$ cat config.mk
export PLATFORM = sky130hd
export DESIGN_NAME = trig_matcher
export DESIGN_NICKNAME = d
export VERILOG_FILES = /design/src/rtl/tmatch_pkg.sv /design/src/rtl/tm_level_match.sv /design/src/rtl/tm_edge_pick.sv /design/src/rtl/tm_edge_match.sv /design/src/rtl/trig_matcher.sv
export SDC_FILE = /design/constraint.sdc
export NUM_CORES = 1
export LEC_CHECK = 0
export BUFFER_PORTS_ARGS = -buffer_cell sky130_fd_sc_hd__buf_2
export CELL_PAD_IN_SITES_DETAIL_PLACEMENT = 1
export CELL_PAD_IN_SITES_GLOBAL_PLACEMENT = 1
export CORE_MARGIN = 5
export CORE_UTILIZATION = 30
export CTS_BUF_LIST = sky130_fd_sc_hd__clkbuf_16
export DETAILED_ROUTE_END_ITERATION = 8
export HOLD_SLACK_MARGIN = 0.1
export PLACE_DENSITY = 0.77
export SLEW_MARGIN = 20
export SYNTH_ARGS = -nofsm -noshare
export SYNTH_HDL_FRONTEND = slang
export SYNTH_HIERARCHICAL = 1
export SYNTH_SLANG_ARGS = --single-unit
$ cat constraint.sdc
create_clock -name clk -period 4.54 [get_ports clk]
set_input_delay 0.454 -clock clk [delete_from_list [all_inputs] [get_ports clk]]
set_output_delay 0.454 -clock clk [all_outputs]
set_load 0.01 [all_outputs]
$ cat src/rtl/tmatch_pkg.sv
package tmatch_pkg;
  typedef enum logic [0:0] {
    EDGE_RISE = 1'b0,
    EDGE_FALL = 1'b1
  } edge_kind_e;

  localparam int unsigned TM_DEF_CH = 16;
endpackage

$ cat src/rtl/tm_level_match.sv
module tm_level_match #(
  parameter int unsigned NUM_CH = 16
) (
  input  logic [NUM_CH-1:0] lvl_mask,
  input  logic [NUM_CH-1:0] lvl_pol,
  input  logic [NUM_CH-1:0] smp,
  output logic              match
);
  logic [NUM_CH-1:0] ch_ok;

  for (genvar i = 0; i < NUM_CH; i++) begin : g_ch
    assign ch_ok[i] = ~lvl_mask[i] | (smp[i] == lvl_pol[i]);
  end

  assign match = &ch_ok;
endmodule

$ cat src/rtl/tm_edge_pick.sv
module tm_edge_pick #(
  parameter int unsigned NUM_CH = 16,
  localparam int unsigned IDX_W = (NUM_CH > 1) ? $clog2(NUM_CH) : 1
) (
  input  logic [NUM_CH-1:0] edge_mask,
  output logic              found,
  output logic [IDX_W-1:0]  idx,
  output logic              multi
);
  logic [NUM_CH:0]   seen;
  logic [NUM_CH-1:0] first;
  logic [NUM_CH-1:0] extra;

  assign seen[0] = 1'b0;
  for (genvar i = 0; i < NUM_CH; i++) begin : g_chain
    assign first[i]  = edge_mask[i] & ~seen[i];
    assign extra[i]  = edge_mask[i] & seen[i];
    assign seen[i+1] = seen[i] | edge_mask[i];
  end

  assign found = seen[NUM_CH];
  assign multi = |extra;

  always_comb begin
    idx = '0;
    for (int i = 0; i < NUM_CH; i++) begin
      if (first[i]) idx = i[IDX_W-1:0];
    end
  end

  // the chain selects no more than one edge channel
  always_comb begin
    p_single_pick_r6: assert ($onehot0(first));
  end
endmodule

$ cat src/rtl/tm_edge_match.sv
module tm_edge_match
  import tmatch_pkg::*;
#(
  parameter int unsigned NUM_CH = 16,
  localparam int unsigned IDX_W = (NUM_CH > 1) ? $clog2(NUM_CH) : 1
) (
  input  logic              found,
  input  logic [IDX_W-1:0]  idx,
  input  edge_kind_e        kind,
  input  logic [NUM_CH-1:0] prev,
  input  logic              prev_valid,
  input  logic [NUM_CH-1:0] cur,
  output logic              match
);
  logic bit_now;
  logic bit_old;
  logic seen_edge;

  assign bit_now   = cur[idx];
  assign bit_old   = prev[idx];
  assign seen_edge = prev_valid & (bit_now != bit_old) &
                     (bit_now == (kind == EDGE_RISE));
  assign match     = ~found | seen_edge;
endmodule

$ cat src/rtl/trig_matcher.sv
module trig_matcher
  import tmatch_pkg::*;
#(
  parameter int unsigned NUM_CH = TM_DEF_CH,
  localparam int unsigned IDX_W = (NUM_CH > 1) ? $clog2(NUM_CH) : 1
) (
  input  logic              clk,
  input  logic              rst,
  input  logic [NUM_CH-1:0] cfg_active,
  input  logic [NUM_CH-1:0] cfg_enable,
  input  logic [NUM_CH-1:0] cfg_level,
  input  logic [NUM_CH-1:0] cfg_polarity,
  input  logic [NUM_CH-1:0] smp_data,
  input  logic              smp_valid,
  input  logic              arm_clear,
  output logic              trig_hit,
  output logic              cfg_error
);
  logic [NUM_CH-1:0] part_mask;
  logic [NUM_CH-1:0] lvl_mask;
  logic [NUM_CH-1:0] edge_mask;
  logic              lvl_ok;
  logic              edge_found;
  logic [IDX_W-1:0]  edge_idx;
  logic              edge_multi;
  edge_kind_e        edge_kind;
  logic              edge_ok;
  logic              cond;
  logic [NUM_CH-1:0] prev_smp;
  logic              prev_valid;
  logic              armed;

  assign part_mask = cfg_active & cfg_enable;
  assign lvl_mask  = part_mask & cfg_level;
  assign edge_mask = part_mask & ~cfg_level;

  tm_level_match #(.NUM_CH(NUM_CH)) u_level (
    .lvl_mask (lvl_mask),
    .lvl_pol  (cfg_polarity),
    .smp      (smp_data),
    .match    (lvl_ok)
  );

  tm_edge_pick #(.NUM_CH(NUM_CH)) u_pick (
    .edge_mask (edge_mask),
    .found     (edge_found),
    .idx       (edge_idx),
    .multi     (edge_multi)
  );

  assign edge_kind = cfg_polarity[edge_idx] ? EDGE_FALL : EDGE_RISE;

  tm_edge_match #(.NUM_CH(NUM_CH)) u_edge (
    .found      (edge_found),
    .idx        (edge_idx),
    .kind       (edge_kind),
    .prev       (prev_smp),
    .prev_valid (prev_valid),
    .cur        (smp_data),
    .match      (edge_ok)
  );

  assign cond = lvl_ok & edge_ok;

  always_ff @(posedge clk) begin
    if (rst) begin
      armed      <= 1'b1;
      trig_hit   <= 1'b0;
      cfg_error  <= 1'b0;
      prev_smp   <= '0;
      prev_valid <= 1'b0;
    end else begin
      trig_hit  <= 1'b0;
      cfg_error <= edge_multi;
      if (smp_valid) begin
        prev_smp   <= smp_data;
        prev_valid <= 1'b1;
      end
      if (arm_clear) begin
        armed <= 1'b1;
      end else if (smp_valid && armed && cond) begin
        trig_hit <= 1'b1;
        armed    <= 1'b0;
      end
    end
  end

  // a pulse is never followed directly by another
  p_single_pulse_r7: assert property (@(posedge clk) disable iff (rst)
    trig_hit |=> !trig_hit);

  // a hit always stems from a valid sample
  p_hit_from_valid_r9: assert property (@(posedge clk) disable iff (rst)
    trig_hit |-> $past(smp_valid));

  // a clear cycle cannot produce a hit
  p_clear_blocks_r8: assert property (@(posedge clk) disable iff (rst)
    arm_clear |=> !trig_hit);

  // every level term agreed with the sample that fired
  p_level_agree_r1: assert property (@(posedge clk) disable iff (rst)
    trig_hit |-> ($past((smp_data ^ cfg_polarity) & lvl_mask) == '0));

  // an edge term needs stored history
  p_edge_history_r3: assert property (@(posedge clk) disable iff (rst)
    (trig_hit && $past(edge_found)) |-> $past(prev_valid));
endmodule

Yosys cells after proc, flatten, opt, wreduce, memory -nomap -nowiden
Cells that the tools add are included. W data, S select, Z words.

Logic and storage cells: 154. Output and inout bits: 2. Register bits: 20.

Bitwise gates (word level): 102. Reductions and logical operators: 5. Equality and inequality tests: 18. Muxes and demuxes: 23. Order comparisons: 1.

Operators with widths (number): $mux W4 (14); $and A16 B16 Y16 (3); $and A1 B1 Y1 (33); $not A1 Y1 (33); $or A1 B1 Y1 (32); $eq A1 B1 Y1 (17); $not A16 Y16 (1); $reduce_and A16 Y1 (1); $reduce_or A15 Y1 (1); $bmux W1 S4 (3); $mux W1 (6); $lt A4 B5 Y1 const B (1); $logic_and A1 B1 Y1 (2); $reduce_or A2 Y1 (1); $ne A1 B1 Y1 (1).

Logic depth before layout (Yosys ltp)
Gate-level depths: netlist of the first run.

Depth in word-level cells: 29. Depth in mapped cells: 16.

Hierarchy
Netlist of the first run, hierarchy kept.

By module, submodules not included: trig_matcher (cells an instance 118, instances 1, area each 1029.7 um^2); tm_edge_match (cells an instance 23, instances 1, area each 314.1 um^2); tm_edge_pick (cells an instance 50, instances 1, area each 301.5 um^2); tm_level_match (cells an instance 27, instances 1, area each 216.5 um^2).

Worst setup path after synthesis of the first run
No wires, ideal clock.

Path type: input -> register. Start: input port cfg_active[3]. End: register armed. Data arrival time: 3.558 ns. Setup slack: 0.862 ns. Library setup time: 0.121 ns. Stages: 14. Cell sequence: nand2_1 > nor2_1 > nor4_4 > nand2_2 > o41ai_1 > buf_6 > mux4_1 > a22o_1 > nor2_1 > nand4b_1 > o311ai_1 > nand4_1 > nor3_1 > nor2_1.

Word-level cells in the longest chain between the ends: 26. Elaborated cells between the ends (all ways): 73. Those cells by class: 2 x eq/ne; 20 x mux; 49 x bitwise; 2 x reduce/logical.

Ends and longest elaborated chain: start: declaration (RTL line trig_matcher.sv:9) `input logic [NUM_CH-1:0] cfg_active,`; $and A16 B16 Y16 * (RTL line trig_matcher.sv:33) `assign part_mask = cfg_active & cfg_enable;`; $and A16 B16 Y16 * (RTL line trig_matcher.sv:35) `assign edge_mask = part_mask & ~cfg_level;`; via edge_mask[3] (RTL line trig_matcher.sv:21) `logic [NUM_CH-1:0] edge_mask;`; $or A1 B1 Y1 (RTL line tm_edge_pick.sv:18) `assign seen[i+1] = seen[i] | edge_mask[i];`; $not A1 Y1 or $or A1 B1 Y1 (tied branches) (RTL line tm_edge_pick.sv:16, tm_edge_pick.sv:18); $and A1 B1 Y1 (tied with other cells) (RTL line tm_edge_pick.sv:16) `assign first[i] = edge_mask[i] & ~seen[i];`; $mux W4 (tied with other cells) (10 in a row) (RTL line tm_edge_pick.sv:27) `if (first[i]) idx = i[IDX_W-1:0];`; $mux W4 or $and A1 B1 Y1 (tied branches) (RTL line tm_edge_pick.sv:27, tm_edge_pick.sv:16); (+1 left out); via edge_idx[0] (RTL line trig_matcher.sv:24) `logic [IDX_W-1:0] edge_idx;`; (+2 left out); $mux W1 (RTL line trig_matcher.sv:51) `assign edge_kind = cfg_polarity[edge_idx] ? EDGE_FALL : EDGE_RISE;`; $not A1 Y1 (RTL line tm_edge_match.sv:22) `(bit_now == (kind == EDGE_RISE));`; $eq A1 B1 Y1 (RTL line tm_edge_match.sv:22); $and A1 B1 Y1 * (RTL line tm_edge_match.sv:21) `assign seen_edge = prev_valid & (bit_now != bit_old) &`; $or A1 B1 Y1 * (RTL line tm_edge_match.sv:23) `assign match = ~found | seen_edge;`; via edge_ok (RTL line trig_matcher.sv:27) `logic edge_ok;`; $and A1 B1 Y1 * (RTL line trig_matcher.sv:63) `assign cond = lvl_ok & edge_ok;`; $logic_and A1 B1 Y1 * (RTL line trig_matcher.sv:81) `end else if (smp_valid && armed && cond) begin`; end signal: assignment (RTL line trig_matcher.sv:67) `armed <= 1'b1;`; end signal: assignment (RTL line trig_matcher.sv:80) `armed <= 1'b1;`; end signal: assignment (RTL line trig_matcher.sv:83) `armed <= 1'b0;`; end: declaration (RTL line trig_matcher.sv:31) `logic armed;`.

The timed path passes the listed nets; every way through them passes the cells marked *. The select of a mux whose other input is x is not followed. A chain may end at the register's enable or synchronous reset.

Worst setup path in the final report of the first run
Same ends and word-level chain as after synthesis.

==> summary.md, run 1 <==
| Metric | Value |
|---|---|
| Mux cell area share after synthesis | 27.2% |
| Via count | 2016 |
| Die Footprint | 0.00788 sq mm |
| CTS max path bufs | 2 |
| Routed len/inst | 17.0 um |
| Initial antenna violation count | 0 |
| Syn nets | 302 |
| Post-cts gate resize count | 0 |
| Clk root buf | clkbuf_16 |
| Highest routed layer | met4 |
| DR pass1 iterations | 4 |
| Die height | 88.8 um |
| Die width | 88.8 um |
| Final instance area | 0.00245 sq mm |
| Seq/Total Area, Yosys | 21.5% |
| VDD IR max | 0.000163 V |
| Worst path slowest cell | mux4_1 |
| Dpl hpwl | 5.55 mm |
| #FFs+latches synth | 20 |
| Synth Area in Compound Gates | 13.1% |
| EDFF count, synth | 0 |
| Final core utilization | 40.9% |
| Share of cells above drive strength 1 | 31.7% |
| DRT iter0 DRCs | 85 |
| RSZ-0062 raised after global routing | no |
| N_diodes | 0 |
| Synthesized cell area | 0.00186 sq mm |
| Setup Skew | 0.00154 ns |
| Worst-path clk slew | 0.05 ns |
| Antenna Nets Post-Route | 0 |
| Grt total ovfl | 0 |
| Top cell family by delay on the critical path | simple AND/OR/NAND/NOR gates |
| Post-synth ARST share | 0% |
| Status | finished, final reports clean |
| M1 WL | 2.92 mm |
| DR WL met2 | 3.07 mm |
| Main combinational cell family by area after synthesis | simple AND/OR/NAND/NOR gates |
| Arrival time at the worst endpoint | 3.40 ns |
| Cts hold-fix bufs | 0 |
| Final Wtd Congestion | 0.844 |
| H-Tree Depth | 1 |
| Nets | 388 |
| Worst Max-Slew Pin Slew | 0.979 ns |
| Crit end category | register |
| Pin count of the biggest net entering global routing | 21 |
| Stages on the worst setup path | 15 |
| I/O Buffers | 85 |
| Yosys top cell by area | dfxtp_1 |
| Global-route wire length before repair | 10.4 mm |
| Min Tclk post-route | 3.26 ns |
| CP bufs+invs | 2 |
| Row cnt | 28 |
| Fin Setup TNS | 0 ns |
| Top cell type's share of synthesized area | 21.5% |
| Ys flop type | dfxtp_1 |
| CTS sink cnt | 20 |
| Period utilization | 71.8% |
| Routed wire length | 6.43 mm |
| Setup bufs post-CTS | 0 |
| Adder and majority gate portion of the synthesized area | 0.538% |
| Cells on Worst Hold Path | 2 |
| Crit start category | input pin |
| Critical path class | input pin to register |
| Final hold vios | 0 |
| R2r endpoint | armed |
| Placed cell area | 0.00237 sq mm |
| Max_cap viols | 0 |
| Slew HR | 33.8% |
| Required time of the critical path | 4.68 ns |
| Post-Synthesis Cells | 218 |
| Synth Area in XOR/XNOR | 7.53% |
| Clock Latency Late Sink | 0.25 ns |
| Power Density | 243 mW/mm^2 |
| Starting density of the core | 31.1% |
| Setup Viol. Count Final | 0 |
| # DRC | 0 |
| Synth area leaders | dfxtp_1 22%, mux4_1 17%, mux2i_1 10% |
| Reg2reg path depth | 8 |
| Worst Setup SP | cfg_active[3] |
| Fmax | 0.307 GHz |
| Worst path cell trace | buf_2 > nand2_1 > nor2_1 > nor4_4 > nand2_2 > o41ai_2 > buf_4 > mux4_1 > a22o_1 > nor2_1 > nand4b_1 > o311ai_1 > nand4_1 > nor3_1 > nor2_1 |
| Warnings from Yosys | 6 |
| Pins Over Slew Limit | 0 |
| Worst hold path class | input pin to register |
| Simple-Gate Fraction of Synth Area | 27.5% |
| Syn_area_per_cell | 8.54 sq um |
| Synth unique cells | 41 |
| Reg2reg setup slack | 2.59 ns |
| Vias in the first global route | 2179 |
| Area grow syn2layout | 31.5% |
| CP peak stage delay | 0.57 ns |
| Global-route usage over all layers | 16.9% |
| Reg-to-reg startpoint | prev_smp[9] |
| Setup crit end | armed |
| Core ar. | 0.00599 sq mm |
| # IOs | 86 |
| Routed length on met3 | 418 um |
| Max FO, Critical Path | 12 |
| Crit path top cell by count | nor2_1 |
| Vias per cell | 5.33 |
| Pleak | 1.20 nW |
| CTS buffer count | 3 |
| TritonCTS clock tree | yes |
-- metal layers --
| metal | vias up | track usage, % |
|---|---|---|
| li1 | 993 | - |
| met3 | 5 | 3.45 |
| met1 | 961 | 22.6 |
| met5 | - | 0 |
| met2 | 57 | 28.7 |
| met4 | 0 | 2.06 |
-- synth_stat cells, types with 2 or more instances --
cell / count
a211oi_1: 2
a21oi_1: 7
a22o_1: 2
a22oi_1: 10
and3_1: 16
clkbuf_1: 3
dfxtp_1: 20
inv_1: 4
mux2i_1: 19
mux4_1: 12
nand2_1: 22
nand4_1: 3
nor2_1: 44
nor2b_1: 3
nor3_1: 5
nor4_1: 4
o21ai_0: 2
o21bai_1: 2
xor2_1: 16
-- registers in the layout, summed over array words and instances, names as in the netlist --
name        count
prev_smp       16
trig_hit        1
cfg_error       1
prev_valid      1
armed           1
-- worst register-to-register path: cells and delay by family (launching register included) --
| family | cells | cell delay [ns] |
|---|---|---|
| and+or+nand+nor | 5 | 0.68 |
| muxes | 1 | 0.49 |
| AOI/OAI and AO/OA | 2 | 0.36 |
| DFF | 1 | 0.32 |
-- cell families (layout without fill, tap and decap cells) --
group | count (synthesis) | after routing
XOR/XNOR | 16 | 16
adder cells (fa/ha/maj) | 1 | 1
AND/OR/NAND/NOR | 106 | 106
buffers and inverters | 10 | 95
AO/OA/AOI/OAI | 34 | 34
flip-flops | 20 | 20
multiplexers | 31 | 31
-- worst min-delay path by stage --
stage                            from     endpoint  slack, ns
final                       arm_clear     trig_hit       0.42
after global routing        arm_clear     trig_hit       0.43
after CTS                   arm_clear     trig_hit       0.41
after detailed placement  prev_smp[6]  prev_smp[6]       0.48
after global placement          armed        armed       0.47
after floorplan                 armed        armed       0.45
-- power by group --
part / switching [mW] / internal, mW / total (mW)
Sequential: 0.00554 / 0.186 / 0.192
Combinational: 0.110 / 0.110 / 0.221
Clock: 0.0640 / 0.117 / 0.181
Total: 0.180 / 0.414 / 0.594
-- area by class of cell --
| type | count | area (sq um) |
|---|---|---|
| fillers | 780 | 3540 |
| flip-flops and latches | 20 | 400 |
| multi-input cells | 188 | 1420 |
| clock buffers | 3 | 75.1 |
| inverters | 4 | 15.0 |
| well taps | 75 | 93.8 |
| repair buffers | 87 | 440 |
| clock inverters | 1 | 3.75 |
-- per-stage QoR --
stage	hold WS, ns	std cells	worst slack, ns	total power [mW]
detailed placement	0.479	374	0.984	0.416
CTS	0.409	378	1.26	0.600
finish	0.417	378	1.28	0.594
floorplan	0.447	218	0.862	0.335
global route	0.427	378	0.923	0.631
global placement	0.468	374	1.11	0.411
-- layout by cell type, fill, tap and decap left out, drive strengths merged, types with 2 or more instances in the layout --
| cell type | synthesis | layout |
|---|---|---|
| buf | 3 | 87 |
| mux2i | 19 | 19 |
| clkbuf | 3 | 3 |
| o21bai | 2 | 2 |
| nand2 | 23 | 23 |
| a211oi | 2 | 2 |
| nor3 | 5 | 5 |
| o21ai | 3 | 3 |
| xor2 | 16 | 16 |
| mux4 | 12 | 12 |
| dfxtp | 20 | 20 |
| a22oi | 11 | 11 |
| nand4 | 3 | 3 |
| nor4 | 5 | 5 |
| nor2 | 44 | 44 |
| and3 | 16 | 16 |
| a21oi | 7 | 7 |
| a22o | 2 | 2 |
| inv | 4 | 4 |
| nor2b | 3 | 3 |
(Power assumes the default switching activity.)
==> run 2: changes to the inputs <==
Settings changed: ABC_AREA set to 1, PLACE_DENSITY 0.77 to 0.81.
Clock period 4.54 ns to 3.3 ns, I/O delays scaled along.
==> summary.md, run 2 <==
| Metric | Value |
|---|---|
| Share of cells above drive strength 1 | 19.3% (-12 points) |
| Routed len/inst | 12.7 um (-25%) |
| Reg-to-reg startpoint | prev_smp[1] |
| Pins Over Slew Limit | 0 (unchanged) |
| Max_cap viols | 0 (unchanged) |
| Final core utilization | 38.4% (-2.5 points) |
| Syn nets | 552 (+83%) |
| CTS buffer count | 3 (unchanged) |
| I/O Buffers | 85 (unchanged) |
| Nets | 636 (+64%) |
| # DRC | 0 (unchanged) |
| Slew HR | 73.4% (+40 points) |
| Worst path slowest cell | nor2_4 |
| Grt total ovfl | 0 (unchanged) |
| Placed cell area | 0.00289 sq mm (+22%) |
| Global-route wire length before repair | 13.8 mm (+32%) |
| Setup Viol. Count Final | 0 (unchanged) |
| Vias in the first global route | 3147 (+44%) |
| Seq/Total Area, Yosys | 16.8% (-4.7 points) |
| Dpl hpwl | 7.31 mm (+32%) |
| Reg2reg path depth | 13 (+5) |
| Die width | 99.1 um (+12%) |
| N_diodes | 0 (unchanged) |
| Worst Hold End | trig_hit |
| Critical path class | input pin to register |
| Crit path top cell by count | nand2_1 |
| Max FFs per register | 16 (unchanged) |
| Synthesized cell area | 0.00238 sq mm (+28%) |
| Most instantiated cells after synthesis | 147 x nand2_1, 101 x inv_1, 84 x nor2_1 |
| Crit start category | input pin |
| Power Density | 313 mW/mm^2 (+29%) |
| CTS max path bufs | 2 (unchanged) |
| Top cell type's share of synthesized area | 23.1% (+1.6 points) |
| Vias per cell | 4.62 (-13%) |
| Post-synth ARST share | 0% (unchanged) |
| Starting density of the core | 30.8% (-0.23 points) |
| Cts hold-fix bufs | 0 (unchanged) |
| Global-route usage over all layers | 16.7% (-0.15 points) |
| Warnings from Yosys | 6 (unchanged) |
| DR pass1 iterations | 4 (unchanged) |
| Most common cell after layout, fill and taps aside | nand2_1 |
| DRT iter0 DRCs | 91 (+7.1%) |
| Status | finished, final reports clean |
| Syn_area_per_cell | 5.09 sq um (-40%) |
| Final Wtd Congestion | 0.827 (-2.0%) |
| Arrival time at the worst endpoint | 3.09 ns (-0.31 ns) |
| Worst-path clk slew | 0.05 ns (about the same) |
| H-Tree Depth | 1 (unchanged) |
| Setup bufs post-CTS | 0 (unchanged) |
| Fmax | 0.338 GHz |
| Period utilization | 89.5% |
| Clk root buf | clkbuf_16 |
| Worst Max-Slew Pin Slew | 0.397 ns (-0.582 ns) |
| Clock Latency Late Sink | 0.25 ns (about the same) |
| # IOs | 86 (unchanged) |
| Crit end category | register |
| Pin count of the biggest net entering global routing | 27 (+29%) |
| Setup Skew | 0.00363 ns (+0.00209 ns) |
| Fin Setup TNS | 0 ns (unchanged) |
| #FFs+latches synth | 20 (unchanged) |
| Via count | 3009 (+49%) |
| Min Tclk post-route | 2.95 ns |
| Worst hold path class | input pin to register |
| Post-cts gate resize count | 0 (unchanged) |
| Top reg by flops | prev_smp |
| TritonCTS clock tree | yes |
| Routed wire length | 8.29 mm (+29%) |
| Required time of the critical path | 3.44 ns (-1.24 ns) |
| Post-Synthesis Cells | 468 (+110%) |
| Hold Startpoint | arm_clear |
| Number of fill cells in the layout | 1160 (+49%) |
| R2r endpoint | armed |
| Area grow syn2layout | 24.5% |
| CP peak stage delay | 0.19 ns (-0.38 ns) |
| CTS sink cnt | 20 (unchanged) |
| Antenna Nets Post-Route | 0 (unchanged) |
| Ys flop type | dfxtp_1 |
| Reg2reg setup slack | 1.82 ns (-0.77 ns) |
| Synth area leaders | nand2_1 23%, dfxtp_1 17%, inv_1 16% |
| Final hold vios | 0 (unchanged) |
| Die Footprint | 0.00983 sq mm (+25%) |
| Final instance area | 0.00297 sq mm (+21%) |
| Initial antenna violation count | 0 (unchanged) |
| VDD IR max | 0.000289 V (+77%) |
| Max FO, Critical Path | 26 (+14) |
| Pleak | 1.78 nW (+49%) |
| RSZ-0062 raised after global routing | no |
| Core ar. | 0.00773 sq mm (+29%) |
| EDFF count, synth | 0 (unchanged) |
| Synth unique cells | 28 (-32%) |
| Yosys top cell by area | nand2_1 |
| Top-count cell post-synth | nand2_1 |
| Row cnt | 32 (+14%) |
| Cells on Worst Hold Path | 2 (unchanged) |
| Most frequent cells in the layout | 147 x nand2_1, 101 x inv_1, 85 x buf_2 |
| Die height | 99.1 um (+12%) |
run 2: changes by cell type in the layout (fill, tap and decap cells not counted), moves of 16 or more:
cell and delta:
nor2_1 +40, and3_1 -16, mux2i_1 -19, nand3_1 +59
nand2_1 +125, inv_1 +97, xor2_1 -16
run 2: logic make-up (layout without fill, tap and decap cells):
family | count (synthesis) | in the layout | synth area share [%]
flip-flops | 20 | 20 | 16.8
AND/OR/NAND/NOR | 307 | 307 | 56.3
AO/OA/AOI/OAI | 27 | 27 | 6.51
buffers and inverters | 114 | 196 | 20.4
run 2: layout make-up:
cell class | instances | area (sq um) | area share [%]
Timing Repair Buffer | 88 | 460 | 15.5
Inverter | 105 | 407 | 13.7
Sequential cell | 20 | 400 | 13.5
Tap cell | 102 | 128 | 4.30
Multi-Input combinational cell | 334 | 1500 | 50.4
Clock buffer | 3 | 75.1 | 2.53
run 2: worst max-delay path by stage:
stage | startpoint | end | slack (ns) | depth (start not counted)
final | cfg_active[3] | armed | 0.35 | 26
after detailed placement | cfg_active[1] | armed | 0.07 | 26
after CTS | cfg_active[1] | armed | 0.33 | 27
after floorplan | cfg_active[3] | armed | 0.56 | 23
after global placement | cfg_active[1] | armed | 0.26 | 26
after global routing | cfg_active[2] | armed | 0.03 | 26
run 2: routing by layer:
layer  part of all wire [%]  track usage (%)  vias to the layer above
met4                    1.2             2.94                        0
met5                      0                0                        -
met1                     44             19.8                     1369
li1                       -                -                     1569
met3                    4.4             1.96                       10
met2                     51             32.3                       61
run 2: power by group:
part	switching (mW)	leakage, nW	internal (mW)
combinational	0.259	1.58	0.161
clock	0.0830	0.0370	0.160
sequential	0.00784	0.166	0.258
total	0.349	1.78	0.578
run 2: critical path, delay by kind of cell:
family,cells,cell delay [ns]
AND/OR/NAND/NOR,22,2.31
buffers and inverters,4,0.43
run 2: through the flow:
step / cells / hold slack [ns] / setup WS, ns / power [mW]
2_1_floorplan: 468 / 0.401 / 0.559 / 0.557
3_3_place_gp: 649 / 0.467 / 0.256 / 0.675
3_5_place_dp: 649 / 0.476 / 0.0673 / 0.692
4_1_cts: 652 / 0.280 / 0.328 / 0.942
5_1_grt: 652 / 0.279 / 0.0320 / 1.01
6_report: 652 / 0.281 / 0.346 / 0.928
==> run 3: changes to the inputs <==
Settings changed: ABC_AREA 1 to 0, PLACE_DENSITY 0.81 to 0.77.
Clock period 3.3 ns to 3.2 ns, I/O delays scaled along.
==> summary.md, run 3 (synthesized netlist as in run 1, its figures left out) <==
| Metric | Value |
|---|---|
| Multi-input logic area | 0.00143 sq mm (-4.4%) |
| Number of fill cells in the layout | 750 (-35%) |
| Worst hold path class | input pin to register |
| # IOs | 86 (unchanged) |
| Global-route wire length before repair | 10.7 mm (-22%) |
| Fmax | 0.327 GHz |
| Crit start category | input pin |
| Crit end category | register |
| Power Density | 372 mW/mm^2 (+19%) |
| RSZ-0062 raised after global routing | no |
| Fin Setup TNS | 0 ns (unchanged) |
| Slew HR | 66.9% (-6.6 points) |
| Area grow syn2layout | 41.7% |
| Min Tclk post-route | 3.05 ns |
| CTS buffer count | 3 (unchanged) |
| Initial antenna violation count | 0 (unchanged) |
| I/O Buffers | 85 (unchanged) |
| Max FFs per register | 16 (unchanged) |
| Routed wire length | 6.79 mm (-18%) |
| VDD IR max | 0.000296 V (+2.4%) |
| Routed len/inst | 17.1 um (+34%) |
| Clock Latency Late Sink | 0.25 ns (about the same) |
| Core ar. | 0.00599 sq mm (-22%) |
| Clk root buf | clkbuf_16 |
| CTS max path bufs | 2 (unchanged) |
| Share of cells above drive strength 1 | 40.7% (+21 points) |
| Pre-CTS WS | -0.526 ns (-0.594 ns) |
| # DRC | 0 (unchanged) |
| Worst Max-Slew Pin Slew | 0.497 ns (+0.100 ns) |
| Reg-to-reg startpoint | prev_smp[9] |
| Dpl hpwl | 5.81 mm (-21%) |
| Status | finished, final reports clean |
| Final hold vios | 0 (unchanged) |
| Vias in the first global route | 2195 (-30%) |
| Top reg by flops | prev_smp |
| Die width | 88.8 um (-10%) |
| CTS sink cnt | 20 (unchanged) |
| Die height | 88.8 um (-10%) |
| Pin count of the biggest net entering global routing | 21 (-22%) |
| Clk pwr share | 34.7% (+8.6 points) |
| N_diodes | 0 (unchanged) |
| Worst Setup SP | cfg_active[3] |
| Period utilization | 95.4% |
| TritonCTS clock tree | yes |
| Most common cell after layout, fill and taps aside | buf_2 |
| Slack of the critical path | 0.146 ns (-0.199 ns) |
| Worst-path clk slew | 0.05 ns (about the same) |
| Hold Startpoint | arm_clear |
| Reg2reg path depth | 8 (-5) |
| Grt total ovfl | 0 (unchanged) |
| Setup Skew | 0.00515 ns (+0.00152 ns) |
| Nets | 407 (-36%) |
| DR pass1 iterations | 4 (unchanged) |
| Reg2reg setup slack | 1.25 ns (-0.57 ns) |
| Max FO, Critical Path | 6 (-77%) |
| Arrival time at the worst endpoint | 3.19 ns (+0.10 ns) |
| Pleak | 1.28 nW (-28%) |
| Net Sw Frac | 28.5% (-9.1 points) |
| Vias per cell | 5.32 (+15%) |
| Sequential share of power | 27.6% (-1.1 points) |
| Sw power | 0.280 mW (-20%) |
| Via count | 2111 (-30%) |
| Max_cap viols | 0 (unchanged) |
| Global-route usage over all layers | 17.5% (+0.81 points) |
| Gate power share | 37.7% (-7.5 points) |
| Setup Viol. Count Final | 0 (unchanged) |
| Cell Int Power | 0.702 mW (+21%) |
| Critical path class | input pin to register |
| Required time of the critical path | 3.34 ns (-0.10 ns) |
| DRT iter0 DRCs | 98 (+7.7%) |
| Cells on Worst Hold Path | 2 (unchanged) |
| Most frequent cells in the layout | 85 x buf_2, 41 x nor2_1, 22 x nand2_1 |
| Row cnt | 28 (-13%) |
| Die Footprint | 0.00788 sq mm (-20%) |
| Antenna Nets Post-Route | 0 (unchanged) |
| Final Wtd Congestion | 0.906 (+9.5%) |
| Register Area | 400 sq um (unchanged) |
| Pins Over Slew Limit | 0 (unchanged) |
| Starting density of the core | 31.1% (+0.23 points) |
| H-Tree Depth | 1 (unchanged) |
[run 3: power by group through the flow]
| stage | Combinational (mW) | Clock, mW | Sequential (mW) |
|---|---|---|---|
| 6_report | 0.370 | 0.341 | 0.272 |
| 3_5_place_dp | 0.337 | 0 | 0.277 |
| 2_1_floorplan | 0.204 | 0 | 0.275 |
| 5_1_grt | 0.401 | 0.358 | 0.273 |
| 3_3_place_gp | 0.325 | 0 | 0.276 |
| 4_1_cts | 0.344 | 0.351 | 0.271 |
[run 3: metal layers]
metal	vias up	wire (um)	GRT usage [%]
li1	1026	-	-
met1	1010	3030	23.6
met2	72	3240	30.0
met3	3	508	3.45
met4	0	13	1.65
met5	-	0	0
[run 3: layout make-up]
type / instances / area share, %
inverter: 4 / 0.569
multi-input combinational: 188 / 54.2
clock inverter: 1 / 1.14
sequential: 20 / 15.2
clock buffer: 3 / 2.84
tap: 75 / 3.56
timing repair buffer: 106 / 22.5
[run 3: path summary, 6_finish.rpt]
kind / end
min: trig_hit
min reg2reg: prev_smp[4]
max: armed
max reg2reg: armed
[run 3: critical path: stages]
cell and delay, ns:
buf_2 0.10, nand2_1 0.07, nor2_2 0.06, nor4_4 0.31
nand2_2 0.12, buf_6 0.15, nor2_2 0.11, a22oi_2 0.09
o41ai_4 0.09, buf_6 0.19, mux4_1 0.56, a22o_1 0.26
nor2_2 0.10, nand4b_1 0.12, o311ai_2 0.10, nand4_1 0.15
nor3_2 0.24, nor2_1 0.06
[run 3: timing repair]
| item | CTS | global route |
|---|---|---|
| pin swaps | 1 | 7 |
| hold buffers | 0 | 0 |
| endpoints found under the hold margin | 0 | 0 |
| resized for setup | 0 | 18 |
| endpoints found under the setup margin | 2 | 2 |
| buffers inserted | 2 | 1 |
[run 3: through the flow]
step / hold slack [ns] / total power, mW / cell area [sq um] / std cells / util, %
final: 0.257 / 0.982 / 2640 / 397 / 44.0
after CTS: 0.267 / 0.966 / 2620 / 396 / 43.7
after global placement: 0.466 / 0.601 / 2500 / 390 / 41.7
after global routing: 0.266 / 1.03 / 2640 / 397 / 44.0
after detailed placement: 0.479 / 0.614 / 2500 / 390 / 41.7
after floorplan: 0.408 / 0.480 / 1880 / 218 / -
